==> src/rtl/mdu_pkg.sv <==
package mdu_pkg;

  typedef enum logic [2:0] {
    OP_MUL    = 3'd0,
    OP_MULH   = 3'd1,
    OP_MULHSU = 3'd2,
    OP_MULHU  = 3'd3,
    OP_DIV    = 3'd4,
    OP_DIVU   = 3'd5,
    OP_REM    = 3'd6,
    OP_REMU   = 3'd7
  } mdu_op_e;

  typedef struct packed {
    mdu_op_e op;
    logic    neg_p;   // product or quotient must be negated
    logic    neg_r;   // remainder must be negated
    logic    b_zero;
  } mdu_ctx_t;

  function automatic logic op_is_div(mdu_op_e op);
    return op[2];
  endfunction

  function automatic logic op_a_signed(mdu_op_e op);
    return (op == OP_MULH) || (op == OP_MULHSU) || (op == OP_DIV) || (op == OP_REM);
  endfunction

  function automatic logic op_b_signed(mdu_op_e op);
    return (op == OP_MULH) || (op == OP_DIV) || (op == OP_REM);
  endfunction

endpackage

==> src/rtl/mdu_ctrl.sv <==
module mdu_ctrl #(
  parameter int W = 32
) (
  input  logic clk_i,
  input  logic rst_ni,
  input  logic start_i,
  output logic busy_o,
  output logic load_o,
  output logic step_o,
  output logic fix_o,
  output logic done_o
);
  localparam int CNT_W = (W > 1) ? $clog2(W) : 1;
  localparam logic [CNT_W-1:0] LAST = CNT_W'(W - 1);

  typedef enum logic [1:0] {ST_IDLE, ST_RUN, ST_FIX} st_e;

  st_e              st_q;
  logic [CNT_W-1:0] cnt_q;
  logic             done_q;

  assign load_o = start_i && (st_q == ST_IDLE);
  assign step_o = (st_q == ST_RUN);
  assign fix_o  = (st_q == ST_FIX);
  assign busy_o = (st_q != ST_IDLE);
  assign done_o = done_q;

  always_ff @(posedge clk_i or negedge rst_ni) begin
    if (!rst_ni) begin
      st_q   <= ST_IDLE;
      cnt_q  <= '0;
      done_q <= 1'b0;
    end else begin
      done_q <= fix_o;
      unique case (st_q)
        ST_IDLE: if (start_i) begin
          st_q  <= ST_RUN;
          cnt_q <= '0;
        end
        ST_RUN: begin
          cnt_q <= cnt_q + 1'b1;
          if (cnt_q == LAST) st_q <= ST_FIX;
        end
        ST_FIX:  st_q <= ST_IDLE;
        default: st_q <= ST_IDLE;
      endcase
    end
  end

  AST_DONE_PULSE: assert property (@(posedge clk_i) disable iff (!rst_ni)
    done_o |=> !done_o);
  AST_FIX_AFTER_RUN: assert property (@(posedge clk_i) disable iff (!rst_ni)
    fix_o |-> $past(step_o));
  AST_BUSY_START_IGNORED: assert property (@(posedge clk_i) disable iff (!rst_ni)
    (step_o && start_i && cnt_q != LAST) |=> (step_o && cnt_q == $past(cnt_q) + 1'b1));
  AST_BUSY_AFTER_START: assert property (@(posedge clk_i) disable iff (!rst_ni)
    load_o |=> busy_o);

endmodule

==> src/rtl/mdu_prep.sv <==
module mdu_prep
  import mdu_pkg::*;
#(
  parameter int W = 32
) (
  input  logic         clk_i,
  input  logic         rst_ni,
  input  logic         load_i,
  input  mdu_op_e      op_i,
  input  logic [W-1:0] a_i,
  input  logic [W-1:0] b_i,
  output logic [W-1:0] mag_a_o,
  output logic [W-1:0] mag_b_o,
  output mdu_ctx_t     ctx_o,
  output logic [W-1:0] a_raw_o,
  output logic [W-1:0] b_raw_o
);
  logic     a_neg, b_neg;
  mdu_ctx_t ctx_d, ctx_q;
  logic [W-1:0] a_raw_q, b_raw_q;

  assign a_neg   = op_a_signed(op_i) && a_i[W-1];
  assign b_neg   = op_b_signed(op_i) && b_i[W-1];
  assign mag_a_o = a_neg ? (~a_i + 1'b1) : a_i;
  assign mag_b_o = b_neg ? (~b_i + 1'b1) : b_i;

  always_comb begin
    ctx_d.op     = op_i;
    ctx_d.neg_p  = a_neg ^ b_neg;
    ctx_d.neg_r  = a_neg;
    ctx_d.b_zero = (b_i == '0);
  end

  always_ff @(posedge clk_i or negedge rst_ni) begin
    if (!rst_ni) begin
      ctx_q   <= '0;
      a_raw_q <= '0;
      b_raw_q <= '0;
    end else if (load_i) begin
      ctx_q   <= ctx_d;
      a_raw_q <= a_i;
      b_raw_q <= b_i;
    end
  end

  assign ctx_o   = ctx_q;
  assign a_raw_o = a_raw_q;
  assign b_raw_o = b_raw_q;

  AST_ZERO_FLAG: assert property (@(posedge clk_i) disable iff (!rst_ni)
    $past(load_i) |-> (ctx_q.b_zero == (b_raw_q == '0)));

endmodule

==> src/rtl/mdu_iter.sv <==
module mdu_iter #(
  parameter int W = 32
) (
  input  logic           clk_i,
  input  logic           rst_ni,
  input  logic           load_i,
  input  logic           step_i,
  input  logic           div_i,
  input  logic           load_div_i,
  input  logic [W-1:0]   mag_a_i,
  input  logic [W-1:0]   mag_b_i,
  output logic [2*W-1:0] acc_o
);
  logic [2*W-1:0] acc_q, acc_d;
  logic [W-1:0]   opd_q;
  logic [W-1:0]   hi, lo;
  logic [W:0]     mul_sum;
  logic [W:0]     div_t;
  logic [W+1:0]   div_diff;

  assign hi = acc_q[2*W-1:W];
  assign lo = acc_q[W-1:0];

  // multiply: add multiplicand to high half on LSB, shift right
  assign mul_sum  = {1'b0, hi} + (lo[0] ? {1'b0, opd_q} : '0);
  // divide: shift in next dividend bit, trial subtract
  assign div_t    = {hi, lo[W-1]};
  assign div_diff = {1'b0, div_t} - {2'b00, opd_q};

  always_comb begin
    if (div_i) begin
      if (!div_diff[W+1]) acc_d = {div_diff[W-1:0], lo[W-2:0], 1'b1};
      else                acc_d = {div_t[W-1:0], lo[W-2:0], 1'b0};
    end else begin
      acc_d = {mul_sum, lo[W-1:1]};
    end
  end

  always_ff @(posedge clk_i or negedge rst_ni) begin
    if (!rst_ni) begin
      acc_q <= '0;
      opd_q <= '0;
    end else if (load_i) begin
      acc_q <= {{W{1'b0}}, (load_div_i ? mag_a_i : mag_b_i)};
      opd_q <= load_div_i ? mag_b_i : mag_a_i;
    end else if (step_i) begin
      acc_q <= acc_d;
    end
  end

  assign acc_o = acc_q;

  AST_REM_BOUND: assert property (@(posedge clk_i) disable iff (!rst_ni)
    (step_i && div_i && opd_q != '0) |=> (acc_q[2*W-1:W] < opd_q));

endmodule

==> src/rtl/mdu_finish.sv <==
module mdu_finish
  import mdu_pkg::*;
#(
  parameter int W = 32
) (
  input  logic           clk_i,
  input  logic           rst_ni,
  input  logic           fix_i,
  input  mdu_ctx_t       ctx_i,
  input  logic [2*W-1:0] acc_i,
  input  logic [W-1:0]   a_raw_i,
  input  logic [W-1:0]   b_raw_i,
  output logic [W-1:0]   result_o
);
  localparam logic [W-1:0] MIN_NEG = {1'b1, {(W-1){1'b0}}};

  logic [2*W-1:0] prod;
  logic [W-1:0]   quo, rem, res_d, res_q;

  assign prod = ctx_i.neg_p ? (~acc_i + 1'b1) : acc_i;
  assign quo  = (ctx_i.neg_p && !ctx_i.b_zero) ? (~acc_i[W-1:0] + 1'b1) : acc_i[W-1:0];
  assign rem  = ctx_i.neg_r ? (~acc_i[2*W-1:W] + 1'b1) : acc_i[2*W-1:W];

  always_comb begin
    unique case (ctx_i.op)
      OP_MUL:                         res_d = prod[W-1:0];
      OP_MULH, OP_MULHSU, OP_MULHU:   res_d = prod[2*W-1:W];
      OP_DIV, OP_DIVU:                res_d = quo;
      default:                        res_d = rem;
    endcase
  end

  always_ff @(posedge clk_i or negedge rst_ni) begin
    if (!rst_ni)    res_q <= '0;
    else if (fix_i) res_q <= res_d;
  end

  assign result_o = res_q;

  AST_DIV_ZERO: assert property (@(posedge clk_i) disable iff (!rst_ni)
    (fix_i && (ctx_i.op == OP_DIV || ctx_i.op == OP_DIVU) && b_raw_i == '0)
      |=> (result_o == '1));
  AST_REM_ZERO: assert property (@(posedge clk_i) disable iff (!rst_ni)
    (fix_i && (ctx_i.op == OP_REM || ctx_i.op == OP_REMU) && b_raw_i == '0)
      |=> (result_o == $past(a_raw_i)));
  AST_DIV_OVF: assert property (@(posedge clk_i) disable iff (!rst_ni)
    (fix_i && ctx_i.op == OP_DIV && a_raw_i == MIN_NEG && b_raw_i == '1)
      |=> (result_o == MIN_NEG));
  AST_REM_OVF: assert property (@(posedge clk_i) disable iff (!rst_ni)
    (fix_i && ctx_i.op == OP_REM && a_raw_i == MIN_NEG && b_raw_i == '1)
      |=> (result_o == '0));
  AST_RESULT_HOLD: assert property (@(posedge clk_i) disable iff (!rst_ni)
    !$past(fix_i) |-> $stable(result_o));

endmodule

==> src/rtl/mdu_seq.sv <==
module mdu_seq
  import mdu_pkg::*;
#(
  parameter int W = 32
) (
  input  logic         clk_i,
  input  logic         rst_ni,
  input  logic         start_i,
  input  logic [2:0]   op_i,
  input  logic [W-1:0] a_i,
  input  logic [W-1:0] b_i,
  output logic         busy_o,
  output logic         done_o,
  output logic [W-1:0] result_o
);
  logic           load, step, fix;
  logic [W-1:0]   mag_a, mag_b, a_raw, b_raw;
  logic [2*W-1:0] acc;
  mdu_ctx_t       ctx;
  mdu_op_e        op_in;

  assign op_in = mdu_op_e'(op_i);

  mdu_ctrl #(.W(W)) u_ctrl (
    .clk_i  (clk_i),
    .rst_ni (rst_ni),
    .start_i(start_i),
    .busy_o (busy_o),
    .load_o (load),
    .step_o (step),
    .fix_o  (fix),
    .done_o (done_o)
  );

  mdu_prep #(.W(W)) u_prep (
    .clk_i  (clk_i),
    .rst_ni (rst_ni),
    .load_i (load),
    .op_i   (op_in),
    .a_i    (a_i),
    .b_i    (b_i),
    .mag_a_o(mag_a),
    .mag_b_o(mag_b),
    .ctx_o  (ctx),
    .a_raw_o(a_raw),
    .b_raw_o(b_raw)
  );

  mdu_iter #(.W(W)) u_iter (
    .clk_i     (clk_i),
    .rst_ni    (rst_ni),
    .load_i    (load),
    .step_i    (step),
    .div_i     (op_is_div(ctx.op)),
    .load_div_i(op_is_div(op_in)),
    .mag_a_i   (mag_a),
    .mag_b_i   (mag_b),
    .acc_o     (acc)
  );

  mdu_finish #(.W(W)) u_finish (
    .clk_i   (clk_i),
    .rst_ni  (rst_ni),
    .fix_i   (fix),
    .ctx_i   (ctx),
    .acc_i   (acc),
    .a_raw_i (a_raw),
    .b_raw_i (b_raw),
    .result_o(result_o)
  );

  AST_DONE_IMPLIES_BUSY_PRIOR: assert property (@(posedge clk_i) disable iff (!rst_ni)
    $rose(done_o) |-> $past(busy_o));

endmodule

==> config.mk <==
export PLATFORM = sky130hd
export DESIGN_NAME = mdu_seq
export DESIGN_NICKNAME = d
export VERILOG_FILES = /design/src/rtl/mdu_pkg.sv /design/src/rtl/mdu_ctrl.sv /design/src/rtl/mdu_prep.sv /design/src/rtl/mdu_iter.sv /design/src/rtl/mdu_finish.sv /design/src/rtl/mdu_seq.sv
export SDC_FILE = /design/constraint.sdc
export NUM_CORES = 1
export LEC_CHECK = 0
export ABC_AREA = 0
export BUFFER_PORTS_ARGS = -buffer_cell sky130_fd_sc_hd__buf_2
export CAP_MARGIN = 20
export CORE_AREA = 2 2 146 219
export DETAILED_ROUTE_END_ITERATION = 10
export DIE_AREA = 0 0 148 221
export PLACE_DENSITY = 0.76
export SYNTH_ARGS = -nofsm -noshare
export SYNTH_HDL_FRONTEND = slang
export SYNTH_SLANG_ARGS = --single-unit
==> constraint.sdc <==
create_clock -name clk_i -period 3.8 [get_ports clk_i]
set_input_delay 0 -clock clk_i [delete_from_list [all_inputs] [get_ports clk_i]]
set_output_delay 0 -clock clk_i [all_outputs]
set_load 0.02 [all_outputs]
==> results.txt <==
Among cell families on the critical path, the largest total delay comes from compound AO/OA/AOI/OAI gates. For the highest ir drop seen on vdd, the log shows 0.567 mV. The run finished with clean final reports. Once detail routing completed, the nets flagged for antenna violations numbered 0. The number of enable flip-flop cells after synthesis came out at 0.

In this run the cell area of the synthesized design comes to 15200 µm². The leakage power was 7.33 nW; the final setup skew was 0.00684 ns. The async set-reset flop share out of synthesis is 100%, and the total global routing track utilization is 38.3%.

Port buffering added 103 buffers. In this run, the number of DRC markers left after iteration 0 of detailed routing was 1405. In this design, the stage delay of the slowest critical-path cell is 0.80 ns. The floorplan step set the die height to 221 µm. The synthesized netlist devotes 28.1% of its cell area to compound gates.

The die is 148 µm wide. Cell internal power was estimated by the tool at 0.00878 W. The signed area change from the synthesized netlist to the final layout works out to 15.2%. The number of cells in the finished layout apart from fillers was 2632; the number of setup violations in the final report was 0.

Together, buffers and inverters on the worst path number 0. After synthesis, the largest family of logic cells by area is compound AO/OA/AOI/OAI gates. The share of total power dissipated in the clock network is 9.8%. Data on the critical path arrives at its endpoint at 4.04 ns. The via density per instance is 6.45.

The worst hold path belongs to the class in -> reg. For this run, the leading register cell type out of synthesis is sky130_fd_sc_hd__dfrtp_1. The post-route netlist has 13.6% of its cells at a drive strength greater than 1. In the finished design, the share of the clock period the worst path needs comes to 97.0%. The critical path data required time was 4.16 ns; the setup fix buffers added after clock tree synthesis was 0.

The synthesized netlist devotes 6.02% of its cell area to adder and majority cells. The final count of hold timing violations was 0. The initial utilization of the core area, before any placement, comes to 49.4%.

The tools report the full die area as 32700 µm². In the final timing run, aggregate negative setup slack is 0 ns. The critical path goes through ha_1 > nor2b_1 > o31ai_1 > a21oi_1 > a2111oi_0 > o31ai_2 > a21boi_0 > o41ai_1 > xnor2_1 > a221oi_1.

Of the total synthesized cell area, the portion taken by AND, OR, NAND and NOR gates is 21.1%. For this design the total switching power over the nets is 0.0103 W. The net count of the finished layout is 2352. The fraction of power spent switching nets is 54.1%, and the number of register bits inferred by synthesis is 142.

The tools report the total CTS buffers as 17. The share of synthesized area spent on multiplexers came out at 4.31%. For this run, the register share of the synthesized area comes to 23.3%.

TritonCTS built the clock tree. Synthesis handed over a netlist of 2111 instances. In the final routed layout, each cell accounts on average for 24.2 µm. The number of iterations in the first detailed-routing pass is 7. In this run the core area contains 79 standard-cell rows. CTS saw 142 sinks. Sequential cells account for 14.9% of the total power. Global routing finished with a remaining overflow of 0.

The final wirelength is 63.6 mm, and the count of unique library cells instantiated by Yosys is 71. Derived from the worst setup path, the maximum achievable clock frequency is 271 MHz. In the routed design, unresolved DRC markers number 0.

The slowest cell on the critical path is sky130_fd_sc_hd__a2111oi_0. Entering global routing, the biggest net connects 99 pins. After legalization and detailed placement, the total HPWL measured 49.1 mm. STA classifies the critical path endpoint as a register. The worst-case headroom to the max-slew limit is 41.3%, and the clock-pin slew of the registers on the worst-case setup and hold paths is 0.07 ns. Of all cell types, the one taking the most synthesized area is sky130_fd_sc_hd__dfrtp_1. The logs give 75.3% for the logic gate share of total power and 2 for the deepest clock path buffer count. For the source-to-sink clock delay at the later pin of the worst-skew pair, the log shows 0.46 ns. The tools report the core footprint as 30800 µm².

The logs give 1.07 for the final estimated routing congestion in global placement and 2253 for the synthesized net count. The run gives 16987 as the total via count after detailed routing. After Yosys synthesis, XOR and XNOR cells account for 11.0% of the synthesized area. The top fanout value on the critical path was 7. The critical path class is reg -> reg.

During synthesis, Yosys emitted a total of 0 warnings. Max-cap violations in this run came to 0. In this run the number of H-tree levels came out at 4. After synthesis, the largest area contributor takes up 23.3% of total cell area. The via count of the first global-routing pass is 16083.

The worst setup path is launched from a register. After synthesis, the mean cell area works out to 7.21 µm². The tools report the initial antenna violation count as 4. By area the synthesized netlist is led by sky130_fd_sc_hd__dfrtp_1, sky130_fd_sc_hd__o21ai_0, sky130_fd_sc_hd__xnor2_1. For the pin with the worst max-slew slack, the measured transition is 0.858 ns. The run gives 0 as the number of pins exceeding their max-slew limit in the final report. 104 I/O pins were placed. The cell at the root of the clock tree was sky130_fd_sc_hd__clkbuf_16. After detailed placement, the design holds a cell count of 2575.

The smallest clock period supported by the final layout is computed as 3.68 ns. The filler cells instantiated in the layout total 2957. The power per unit of standard cell area was 1090 nW/µm².

For the global-route wire length before repair, the log shows 95.2 mm.
-- synthesized netlist by cell type, drive strengths merged (7+ instances only) --
cell / count
inv: 72
nand4: 21
o21a: 12
a221oi: 8
nor3: 44
mux2i: 61
clkbuf: 166
or3: 25
a21o: 23
xor2: 67
nor2: 195
o22ai: 9
a31oi: 26
a21oi: 182
xnor2: 124
o21bai: 12
or4: 20
o211ai: 58
o31ai: 34
a211oi: 19
nand3: 37
nor2b: 9
a22oi: 7
and3: 8
dfrtp: 142
and2: 15
nand2: 251
o21ai: 239
or2: 10
ha: 70
nand2b: 21
o41ai: 13
nor4: 24
o221ai: 11
-- cells in the final DEF (no fill, tap or decap), types with 8 or more instances in the layout --
cell type	Yosys	layout
sky130_fd_sc_hd__nand2_1	251	250
sky130_fd_sc_hd__o21ai_0	219	219
sky130_fd_sc_hd__nor2_1	195	195
sky130_fd_sc_hd__a21oi_1	181	180
sky130_fd_sc_hd__dfrtp_1	142	139
sky130_fd_sc_hd__xnor2_1	124	124
sky130_fd_sc_hd__buf_4	0	122
sky130_fd_sc_hd__buf_2	0	102
sky130_fd_sc_hd__inv_1	72	71
sky130_fd_sc_hd__ha_1	70	70
sky130_fd_sc_hd__xor2_1	67	67
sky130_fd_sc_hd__mux2i_1	61	61
sky130_fd_sc_hd__o211ai_1	58	58
sky130_fd_sc_hd__nor3_1	44	42
sky130_fd_sc_hd__nand3_1	37	37
sky130_fd_sc_hd__o31ai_1	33	32
sky130_fd_sc_hd__a31oi_1	26	25
sky130_fd_sc_hd__or3_1	25	25
sky130_fd_sc_hd__nor4_1	24	24
sky130_fd_sc_hd__a21o_1	23	23
sky130_fd_sc_hd__nand4_1	21	21
sky130_fd_sc_hd__dlygate4sd3_1	0	21
sky130_fd_sc_hd__nand2b_1	21	20
sky130_fd_sc_hd__o21ai_1	20	20
sky130_fd_sc_hd__a211oi_1	19	19
sky130_fd_sc_hd__or4_1	18	18
sky130_fd_sc_hd__clkbuf_16	0	17
sky130_fd_sc_hd__and2_1	14	13
sky130_fd_sc_hd__o41ai_1	12	12
sky130_fd_sc_hd__o21a_1	12	12
sky130_fd_sc_hd__o21bai_1	12	12
sky130_fd_sc_hd__o221ai_1	11	11
sky130_fd_sc_hd__or2_2	9	9
sky130_fd_sc_hd__o22ai_1	9	9
sky130_fd_sc_hd__and3_1	8	8
sky130_fd_sc_hd__nor2b_1	9	8
sky130_fd_sc_hd__a221oi_1	8	8
-- metal layers --
layer / up-vias / global-route usage, % / routed length, µm
li1: 7784 / - / -
met3: 265 / 5.26 / 4410
met4: 0 / 28.9 / 5720
met2: 894 / 65.4 / 30600
met1: 8044 / 42.9 / 22900
met5: - / 0 / 0
-- final cells by class --
class	count	area (µm²)	area share, %
Antenna cell	4	10.0	0.0571
Sequential cell	142	3560	20.3
Inverter	75	282	1.61
Clock buffer	18	429	2.45
Tap cell	405	507	2.89
Timing Repair Buffer	251	1750	9.97
Clock inverter	14	206	1.18
Multi-Input combinational cell	1723	10800	61.6
-- logic make-up (layout without fill, tap and decap cells) --
family | Yosys count | in the layout
DFF | 142 | 142
other | 0 | 4
AOI/OAI and AO/OA | 699 | 699
and+or+nand+nor | 696 | 696
muxes | 65 | 65
buffers and inverters | 246 | 358
xor gates and xnor gates | 191 | 191
adders and majority gates | 72 | 72
-- path summary, 6_finish.rpt --
check	from	slack (ns)	to	depth (start not counted)
setup / recovery	u_iter.acc_o[32]	0.12	u_iter.acc_o[63]	10
hold / removal	a_i[9]	0.007	u_iter.acc_o[9]	5
setup reg to reg	u_iter.acc_o[32]	0.12	u_iter.acc_o[63]	10
hold reg to reg	u_finish.result_o[21]	0.48	u_finish.result_o[21]	2
max in group asynchronous	rst_ni	2.60	u_finish.result_o[28]	3
min in group asynchronous	rst_ni	0.16	u_iter.opd_q[14]	2
-- power by group through the flow --
stage | combinational [W] | sequential [W] | clock (W)
after floorplan | 0.00948 | 0.00257 | 0
after global placement | 0.0137 | 0.00282 | 0
after detailed placement | 0.0138 | 0.00284 | 0
after CTS | 0.0139 | 0.00282 | 0.00188
after global routing | 0.0154 | 0.00293 | 0.00194
final | 0.0144 | 0.00286 | 0.00187
-- worst min-delay path, cell delays in order --
cell	delay, ns
sky130_fd_sc_hd__buf_2	0.12
sky130_fd_sc_hd__xnor2_1	0.10
sky130_fd_sc_hd__nand2_1	0.07
sky130_fd_sc_hd__o211ai_1	0.08
sky130_fd_sc_hd__o21ai_0	0.07
-- what timing repair did --
action                                  CTS  global route
endpoints found under the setup margin    0             7
endpoints found under the hold margin    93             0
gates resized for setup                   0            12
hold buffers                             21             0
-- registers in the layout (all words and copies together), names as in the netlist --
name	cells
u_ctrl.done_o	1
u_finish.result_o	32
u_iter.opd_q	32
u_iter.acc_o	64
u_ctrl.st_q	2
u_ctrl.cnt_q	5
u_prep.ctx_o	6
-- metrics by stage --
stage               utilization (%)  hold WS (ns)  power (W)  worst slack, ns  instance area [µm²]
global placement               54.0        0.0765     0.0165           -0.263                16600
global route                   56.8        0.0423     0.0203          -0.0996                17500
CTS                            56.7      0.000170     0.0186            0.154                17500
detailed placement             54.0         0.102     0.0166            0.182                16600
finish                         56.9       0.00741     0.0191            0.116                17500
floorplan                         -        -0.296     0.0121            0.230                15200
Note: power is estimated with default switching activity, not from simulation.
